$ cat config.mk
export PLATFORM = sky130hd
export DESIGN_NAME = pfs_supervisor
export DESIGN_NICKNAME = d
export VERILOG_FILES = /design/src/rtl/pfs_pkg.sv /design/src/rtl/pfs_sync.sv /design/src/rtl/pfs_prescale.sv /design/src/rtl/pfs_seq.sv /design/src/rtl/pfs_gate.sv /design/src/rtl/pfs_supervisor.sv
export SDC_FILE = /design/constraint.sdc
export NUM_CORES = 1
export LEC_CHECK = 0
export BUFFER_PORTS_ARGS = -buffer_cell sky130_fd_sc_hd__buf_4
export CAP_MARGIN = 20
export CORE_MARGIN = 4
export CORE_UTILIZATION = 50
export CTS_BUF_LIST = sky130_fd_sc_hd__clkbuf_16
export DETAILED_ROUTE_END_ITERATION = 8
export GPL_TIMING_DRIVEN = 0
export PLACE_DENSITY_LB_ADDON = 0.08
export SKIP_CTS_REPAIR_TIMING = 1
export SLEW_MARGIN = 40
export SYNTH_ARGS = -nofsm -noshare
export SYNTH_HDL_FRONTEND = slang
export SYNTH_SLANG_ARGS = --single-unit
$ cat constraint.sdc
create_clock -name clk -period 3.7 [get_ports clk]
set_clock_uncertainty 0.1 [all_clocks]
set_input_delay 0.74 -clock clk [delete_from_list [all_inputs] [get_ports clk]]
set_output_delay 0.74 -clock clk [all_outputs]
set_load 0.02 [all_outputs]
$ cat src/rtl/pfs_pkg.sv
// Package: shared types for the power-fail supervisor.
// Assumes nothing beyond IEEE 1800-2017.
package pfs_pkg;

    // Supervisor sequencing states
    typedef enum logic [1:0] {
        PS_FAIL = 2'd0,   // supply below trip level
        PS_HOLD = 2'd1,   // supply valid, counting recovery/hold
        PS_RUN  = 2'd2    // normal operation
    } pwr_state_e;

endpackage

$ cat src/rtl/pfs_sync.sv
// Module: multi-stage synchronizer for asynchronous comparator levels.
// Assumes: inputs are quasi-static levels; reset value of every stage is 0.
module pfs_sync #(
    parameter int WIDTH  = 2,
    parameter int STAGES = 2
) (
    input  logic             clk,
    input  logic             rst_n,
    input  logic [WIDTH-1:0] d_i,
    output logic [WIDTH-1:0] q_o
);

    logic [WIDTH-1:0] stage_q [STAGES];

    for (genvar s = 0; s < STAGES; s++) begin : g_stage
        if (s == 0) begin : g_first
            // Capture the raw asynchronous level
            always_ff @(posedge clk) begin
                if (!rst_n) stage_q[s] <= '0;
                else        stage_q[s] <= d_i;
            end
        end else begin : g_next
            // Pass the level along the chain
            always_ff @(posedge clk) begin
                if (!rst_n) stage_q[s] <= '0;
                else        stage_q[s] <= stage_q[s-1];
            end
        end
    end

    assign q_o = stage_q[STAGES-1];

endmodule

$ cat src/rtl/pfs_prescale.sv
// Module: tick prescaler; one-cycle tick every CLKS_PER_TICK enabled clocks.
// Assumes: counter restarts from zero whenever en_i is low.
module pfs_prescale #(
    parameter int CLKS_PER_TICK = 50000
) (
    input  logic clk,
    input  logic rst_n,
    input  logic en_i,
    output logic tick_o
);

    localparam int PW = (CLKS_PER_TICK > 1) ? $clog2(CLKS_PER_TICK) : 1;
    localparam logic [PW-1:0] LAST = PW'(CLKS_PER_TICK - 1);

    logic [PW-1:0] div_q;

    // Divide the clock while enabled, hold at zero otherwise
    always_ff @(posedge clk) begin
        if (!rst_n || !en_i)  div_q <= '0;
        else if (div_q == LAST) div_q <= '0;
        else                  div_q <= div_q + 1'b1;
    end

    assign tick_o = en_i && (div_q == LAST);

endmodule

$ cat src/rtl/pfs_seq.sv
// Module: supply sequencer. Tracks fail/hold/run, counts ticks after the
// supply becomes valid, derives write protection and reset, and keeps the
// one-time backup-arm latch.
// Assumes: ok_i is synchronized; REC_TICKS <= HOLD_TICKS; HOLD_TICKS >= 1.
module pfs_seq
    import pfs_pkg::*;
#(
    parameter int REC_TICKS  = 125,
    parameter int HOLD_TICKS = 200
) (
    input  logic clk,
    input  logic rst_n,
    input  logic ok_i,
    input  logic tick_i,
    output logic count_en_o,
    output logic wp_o,
    output logic rst_pull_o,
    output logic backup_en_o
);

    localparam int CW = $clog2(HOLD_TICKS + 1);
    localparam logic [CW-1:0] HOLD_LAST = CW'(HOLD_TICKS - 1);
    localparam logic [CW-1:0] REC_END   = CW'(REC_TICKS);

    pwr_state_e    state_q;
    logic [CW-1:0] ticks_q;
    logic          armed_q;

    // Sequence states and count ticks since the supply became valid
    always_ff @(posedge clk) begin
        if (!rst_n || !ok_i) begin
            state_q <= PS_FAIL;
            ticks_q <= '0;
        end else begin
            unique case (state_q)
                PS_FAIL: begin
                    state_q <= PS_HOLD;
                    ticks_q <= '0;
                end
                PS_HOLD: begin
                    if (tick_i) begin
                        ticks_q <= ticks_q + 1'b1;
                        if (ticks_q == HOLD_LAST) state_q <= PS_RUN;
                    end
                end
                default: state_q <= PS_RUN;
            endcase
        end
    end

    // Arm the backup source on the first valid supply; never disarm
    always_ff @(posedge clk) begin
        if (!rst_n)    armed_q <= 1'b0;
        else if (ok_i) armed_q <= 1'b1;
    end

    // Derive outputs from the sequencing state
    always_comb begin
        count_en_o  = (state_q == PS_HOLD);
        wp_o        = (state_q == PS_FAIL) ||
                      ((state_q == PS_HOLD) && (ticks_q < REC_END));
        rst_pull_o  = (state_q != PS_RUN);
        backup_en_o = armed_q;
    end

endmodule

$ cat src/rtl/pfs_gate.sv
// Module: access gate. Forces memory strobes inactive and data pads to
// high impedance while protection is active; transparent otherwise.
// Assumes: all strobes active low; purely combinational.
module pfs_gate (
    input  logic wp_i,
    input  logic ce_req_n_i,
    input  logic we_req_n_i,
    input  logic oe_req_n_i,
    output logic ce_mem_n_o,
    output logic we_mem_n_o,
    output logic dq_oe_o
);

    // Block or pass the requested access
    always_comb begin
        if (wp_i) begin
            ce_mem_n_o = 1'b1;
            we_mem_n_o = 1'b1;
            dq_oe_o    = 1'b0;
        end else begin
            ce_mem_n_o = ce_req_n_i;
            we_mem_n_o = we_req_n_i;
            dq_oe_o    = !ce_req_n_i && !oe_req_n_i && we_req_n_i;
        end
    end

endmodule

$ cat src/rtl/pfs_supervisor.sv
// Module: top of the power-fail supervisor and write guard.
// Assumes: comparator levels are asynchronous; CLKS_PER_TICK gives ~1 ms;
// REC_TICKS <= HOLD_TICKS so reset always outlasts write protection.
module pfs_supervisor #(
    parameter int CLKS_PER_TICK = 50000,
    parameter int REC_TICKS     = 125,
    parameter int HOLD_TICKS    = 200,
    parameter int SYNC_STAGES   = 2
) (
    input  logic clk,
    input  logic rst_n,
    input  logic supply_ok_i,
    input  logic above_switch_i,
    input  logic ce_req_n_i,
    input  logic we_req_n_i,
    input  logic oe_req_n_i,
    output logic rst_pull_o,
    output logic wp_o,
    output logic ce_mem_n_o,
    output logic we_mem_n_o,
    output logic dq_oe_o,
    output logic backup_en_o,
    output logic feed_backup_o
);

    logic [1:0] lvl_s;
    logic       ok_s, sw_s;
    logic       count_en, tick, wp;

    pfs_sync #(.WIDTH(2), .STAGES(SYNC_STAGES)) u_sync (
        .clk   (clk),
        .rst_n (rst_n),
        .d_i   ({above_switch_i, supply_ok_i}),
        .q_o   (lvl_s)
    );

    assign ok_s = lvl_s[0];
    assign sw_s = lvl_s[1];

    pfs_prescale #(.CLKS_PER_TICK(CLKS_PER_TICK)) u_prescale (
        .clk    (clk),
        .rst_n  (rst_n),
        .en_i   (count_en),
        .tick_o (tick)
    );

    pfs_seq #(.REC_TICKS(REC_TICKS), .HOLD_TICKS(HOLD_TICKS)) u_seq (
        .clk         (clk),
        .rst_n       (rst_n),
        .ok_i        (ok_s),
        .tick_i      (tick),
        .count_en_o  (count_en),
        .wp_o        (wp),
        .rst_pull_o  (rst_pull_o),
        .backup_en_o (backup_en_o)
    );

    pfs_gate u_gate (
        .wp_i       (wp),
        .ce_req_n_i (ce_req_n_i),
        .we_req_n_i (we_req_n_i),
        .oe_req_n_i (oe_req_n_i),
        .ce_mem_n_o (ce_mem_n_o),
        .we_mem_n_o (we_mem_n_o),
        .dq_oe_o    (dq_oe_o)
    );

    // Steer the memory supply: backup only when armed and below switchover
    always_comb begin
        feed_backup_o = backup_en_o && !sw_s;
        wp_o          = wp;
    end

endmodule

======== Word level (Yosys, flattened, before mapping) ========
Memory sizes are Yosys's and may differ from the RTL's.
Index checks and enable logic that the tools add are counted.
operators by class
  bitwise logic cells ..................... 2
  add/sub/neg operators ................... 2
  eq/ne operators ......................... 6
  muxes and demuxes ....................... 12
  $lt $le $gt $ge ......................... 1
  reductions and logical operators ........ 19
operators by type and width
  operator                                                     number
  adder 16 x 1 -> 16 bit (second input constant)               1
  == test 16 bit (second input constant)                       1
  one-hot mux 8 bit (2 select lines)                           1
  adder 8 x 1 -> 8 bit (second input constant)                 1
  == test 8 bit (second input constant)                        1
  less-than comparator 8 x 7 -> 1 bit (second input constant)  1
  2-to-1 mux 2 bit                                             4
  2-to-1 mux 8 bit                                             1
  logical NOT 1 bit                                            6
  logical AND 1 bit                                            5
  2-to-1 mux 1 bit                                             5
  != test 2 bit (second input constant)                        2
  one-hot mux 2 bit (2 select lines)                           1
  AND reduction 2 bit                                          2
  logical OR 1 bit                                             3
  == test 2 x 1 -> 1 bit (second input constant)               1
  logical NOT 2 bit                                            1
  != test 2 x 1 -> 1 bit (second input constant)               1
  OR 1 bit                                                     2
  nonzero test 2 bit                                           1
  OR reduction 2 bit                                           1
storage, ports and cells
  word-level logic and storage cells ...... 47
  output and inout bits ................... 7
  memories ................................ 1
  register bits ........................... 27
  RAM bits ................................ 4
memories
  name            depth  width  read ports  clocked after Yosys merged registers in  wr ports  RTL line        RTL
  u_sync.stage_q  2      2      2           0                                        2         pfs_sync.sv:13  logic [WIDTH-1:0] stage_q [STAGES];

======== Logic depth before layout (Yosys ltp) ========
  depth in word-level cells ............... 4
  mapped depth ............................ 6
  gate-level depth less buffers ........... 6

======== Cells and area by module ========
Synthesis repeated with hierarchy kept, for this count alone.
unflattened totals
  cells, all modules ...................... 164
  area total of the unflattened synthesis .. 1490.2 um^2
by module, submodules not included
  module          seq. area each (um^2)  times used  cells an instance  area an instance (um^2)
  pfs_prescale    320.3                  1           80                 714.4
  pfs_seq         220.2                  1           72                 629.4
  pfs_sync        80.1                   1           8                  105.1
  pfs_gate        0.0                    1           3                  27.5
  pfs_supervisor  0.0                    1           1                  13.8

======== Least setup slack after synthesis ========
No wires, ideal clock.
  path kind ............................... flip-flop to output port
  start ................................... register u_seq.ticks_q[0]
  end ..................................... output dq_oe_o
  buffers on the path ..................... 0
  path slack .............................. 1.089 ns
  arrival time ............................ 1.771 ns
  stages on the path, launching flop included .. 7
  path through ............................ dfxtp_1 > inv_2 > ha_1 > inv_1 > a31o_2 > a21oi_1 > nor4b_1
between the ends
  longest elaborated chain between the ends .. 4
RTL lines
  what                                 RTL line              RTL
  start, declared                      pfs_seq.sv:26         logic [CW-1:0] ticks_q;
  start signal, assigned               pfs_seq.sv:42         ticks_q <= ticks_q + 1'b1;
  less-than comparator 8 x 7 -> 1 bit  pfs_seq.sv:61         ((state_q == PS_HOLD) && (ticks_q < REC_END));
  logical AND 1 bit                    pfs_seq.sv:61
  logical OR 1 bit                     pfs_seq.sv:60         wp_o = (state_q == PS_FAIL) ||
  via wp_o                             pfs_supervisor.sv:18  output logic wp_o,
  2-to-1 mux 1 bit                     pfs_gate.sv:16        if (wp_i) begin
  end, declared                        pfs_supervisor.sv:21  output logic dq_oe_o,
The timed path passes the listed nets, and every way through them passes these cells.

======== Final worst setup path ========
  start ................................... register u_seq.ticks_q[0]
  end ..................................... output dq_oe_o
between the ends
  longest elaborated chain between the ends .. 4
RTL lines
  what                                 RTL line
  less-than comparator 8 x 7 -> 1 bit  pfs_seq.sv:61
  logical AND 1 bit                    pfs_seq.sv:61
  logical OR 1 bit                     pfs_seq.sv:60
  2-to-1 mux 1 bit                     pfs_gate.sv:16
No other way between the ends.

==> flow_metrics.py <==
metrics = {
    "cells_and_area": {
        "stdcell_area_um2": 1890,
        "nNetsFinal": 204,
        "area_growth_pct": 19.9,
        "final_util": 0.624,
        "filler_cell_count": 266,
        "antennaDiodeCount": 0,
        "multi_input_area_um2": 852,
        "drive_gt1_frac": 0.195,
        "seq_area_um2": 621,
    },
    "detailed_routing": {
        "drtIter0Drc": 87,
        "drc": 0,
        "vias_per_cell": 5.46,
        "wl_per_cell_um": 13.4,
        "vias": 1306,
        "routed_wl_mm": 3.19,
        "ant_nets": 0,
        "dr.pass1.iters": 4,
    },
    "placed_design": {
        "hpwl_mm": 2.33,
        "gp_congestion": 0.965,
        "placed_area_um2": 1720,
        "portBuffers": 12,
    },
    "worst_setup_path": {
        "worstPathRequired_ns": 2.86,
        "worst_path_max_delay_cell": "dfxtp_1",
        "cp_num_buf_inv": 3,
        "start_kind": "flip-flop",
        "worstPathMaxFanout": 7,
        "endpoint_kind": "output pin",
        "path_class": "flip-flop to output pin",
        "crit_chain": "inv_2, ha_1, inv_1, a31o_2, a21oi_1, nor4b_1, buf_4",
        "crit_arrival_ns": 1.74,
        "cpPeakStageDelay_ns": 0.48,
        "cp_top_family": "flip-flops",
    },
    "synth": {
        "ys_ff_latch": 31,
        "synth-edff-count": 0,
        "synth_top_area_share": 0.394,
        "netlist_instances": 175,
        "yosysUniqueCellTypes": 41,
        "ys_seq_area_frac": 0.394,
        "synth_compound_area_frac": 0.0833,
        "synthArstFlopShare": 0,
        "yosys-top-cells-count": "dfxtp_1, nor2_1, nand2_1, xnor2_1",
        "synth_area_leaders": "dfxtp_1, xnor2_1, nor2_1",
        "syn_area_um2": 1580,
        "synthMuxAreaShare": 0.0127,
        "avgSynthCellArea_um2": 9.01,
        "synth_fa_ha_area_frac": 0.0238,
        "yosysMostFrequentCell": "dfxtp_1",
        "yosys.area_share.xor_xnor": 0.0722,
        "syn_nets": 185,
        "ys.flop_type": "dfxtp_1",
        "synth-simple-area-share": 0.348,
        "yosysWarnings": 0,
        "synth_top_family_by_area": "simple AND/OR/NAND/NOR gates",
        "synth_top_cell_by_area": "dfxtp_1",
    },
    "hold_path": {
        "worstHoldPathType": "flip-flop to flip-flop",
    },
    "cts": {
        "clkLatencyLatePin_ns": 0.28,
        "htreeDepth": 2,
        "clock-sinks": 31,
        "path_clk_slew_ns": 0.05,
        "cts_tree": "yes",
        "clockBufferDepth": 2,
        "cts_root_buffer": "clkbuf_16",
        "numCtsBuffers": 5,
    },
    "power_and_ir_drop": {
        "pwr_density_cell_nw_per_um2": 431,
        "switching_share": 0.187,
        "p_int_mw": 0.663,
        "combPwrFrac": 0.021,
        "p_leak_nw": 0.628,
        "power_mw": 0.815,
        "netSwitchingPower_mw": 0.152,
        "power_frac_clock": 0.563,
        "vdd_ir_drop_max_mv": 0.325,
        "seqPwrFrac": 0.416,
    },
    "run_status": {
        "status": "finished, final reports clean",
    },
    "timing": {
        "rsz0062_at_grt": "false",
        "tns_ns": 0,
        "fin_crit_sh": 0.697,
        "slew_headroom": 0.695,
        "min_period_ns": 2.58,
        "tightest_slew_ns": 0.452,
        "hold_violations": 0,
        "holdWs_ns": 0.334,
        "finalSetupViolCount": 0,
        "final_max_slew_viol_count": 0,
        "fmax_mhz": 388,
    },
    "floorplanning": {
        "ios": 14,
        "die_area_um2": 4120,
        "fp-row-count": 20,
        "die_height_um": 64.2,
        "start_util": 0.521,
        "fp.coreArea_um2": 3030,
        "die_w_um": 64.2,
    },
    "global_routing": {
        "grt_pass1_wl_mm": 5.61,
        "grt_pass1_vias": 1240,
        "antenna_found_initial": 0,
        "grtUsageTotal": 0.173,
        "grt_max_degree": 12,
        "grt-ovfl-total": 0,
    },
    "run": {
        "maxCapViolations": 0,
    },
}
==> cells by family after synthesis <==
logic type | after synthesis
and+or+nand+nor | 90
DFF | 31
AOI/OAI and AO/OA | 19
buffers and inverters | 17
xor gates and xnor gates | 13
adders and majority gates | 3
muxes | 2
==> worst reg2reg max path: stages (launching register included) <==
cell,delay (ns)
dfxtp_1,0.37
ha_1,0.22
and4_2,0.27
nand4_2,0.21
or4_1,0.51
a31oi_1,0.17
==> power groups by stage <==
stage / sequential (mW) / clock, mW / combinational (mW)
3_3_place_gp: 0.346 / 0 / 0.0165
4_1_cts: 0.339 / 0.470 / 0.0172
6_report: 0.339 / 0.459 / 0.0169
5_1_grt: 0.339 / 0.491 / 0.0188
2_1_floorplan: 0.346 / 0 / 0.00837
3_5_place_dp: 0.346 / 0 / 0.0171
==> layer usage <==
metal  routed length [um]  GRT usage  up-vias  part of all wire
met5                    0          0        -                 0
met4                   44     0.0686        0             0.014
met3                  104     0.0475        7             0.033
met2                 1460      0.277       14              0.46
met1                 1590      0.220      614              0.50
li1                     -          -      671                 -
==> per-stage QoR <==
step           worst slack (ns)  cells
6_report                   1.12    239
3_5_place_dp               1.44    231
5_1_grt                   0.947    239
4_1_cts                    1.11    239
3_3_place_gp               1.46    231
2_1_floorplan              1.09    175
==> state kept, by name (all words and copies together) (netlist names) <==
signal,cells
u_prescale.div_q,16
u_seq.ticks_q,8
u_sync.stage_q,4
u_seq.state_q,2
u_seq.backup_en_o,1
==> layout by cell type (no fill, tap or decap), drive strengths merged, types with 2 or more instances in the layout <==
cell    count
a31oi       6
and4b       2
xnor2      10
a31o        2
clkbuf     12
nand2      13
a21oi       2
nor2b       4
o211ai      5
nand3       9
nor4        3
nor2       19
nor3        4
or4         6
mux2i       2
or2         2
o22ai       2
buf        14
ha          3
and3        3
nand4      10
and4        3
inv         8
nor4b       4
clkinv      2
and2        4
xor2        3
dfxtp      31
==> layout make-up <==
cell class              count  area share
clock inverters             3      0.0232
inverters                   8      0.0159
multi-input cells         127       0.451
flip-flops and latches     31       0.328
repair buffers             12      0.0477
clock buffers               5      0.0662
well taps                  44      0.0291
plain buffers               9      0.0390
==> path summary, 6_finish.rpt <==
kind / startpoint / endpoint / slack (ns) / depth (start not counted)
worst min-delay path: u_sync.stage_q[0][0] / u_sync.stage_q[1][0] / 0.33 / 1
worst min register to register: u_sync.stage_q[0][0] / u_sync.stage_q[1][0] / 0.33 / 1
worst max-delay path: u_seq.ticks_q[0] / dq_oe_o / 1.12 / 7
worst max register to register: u_prescale.div_q[0] / u_seq.ticks_q[7] / 1.78 / 5
(Power assumes the default switching activity.)
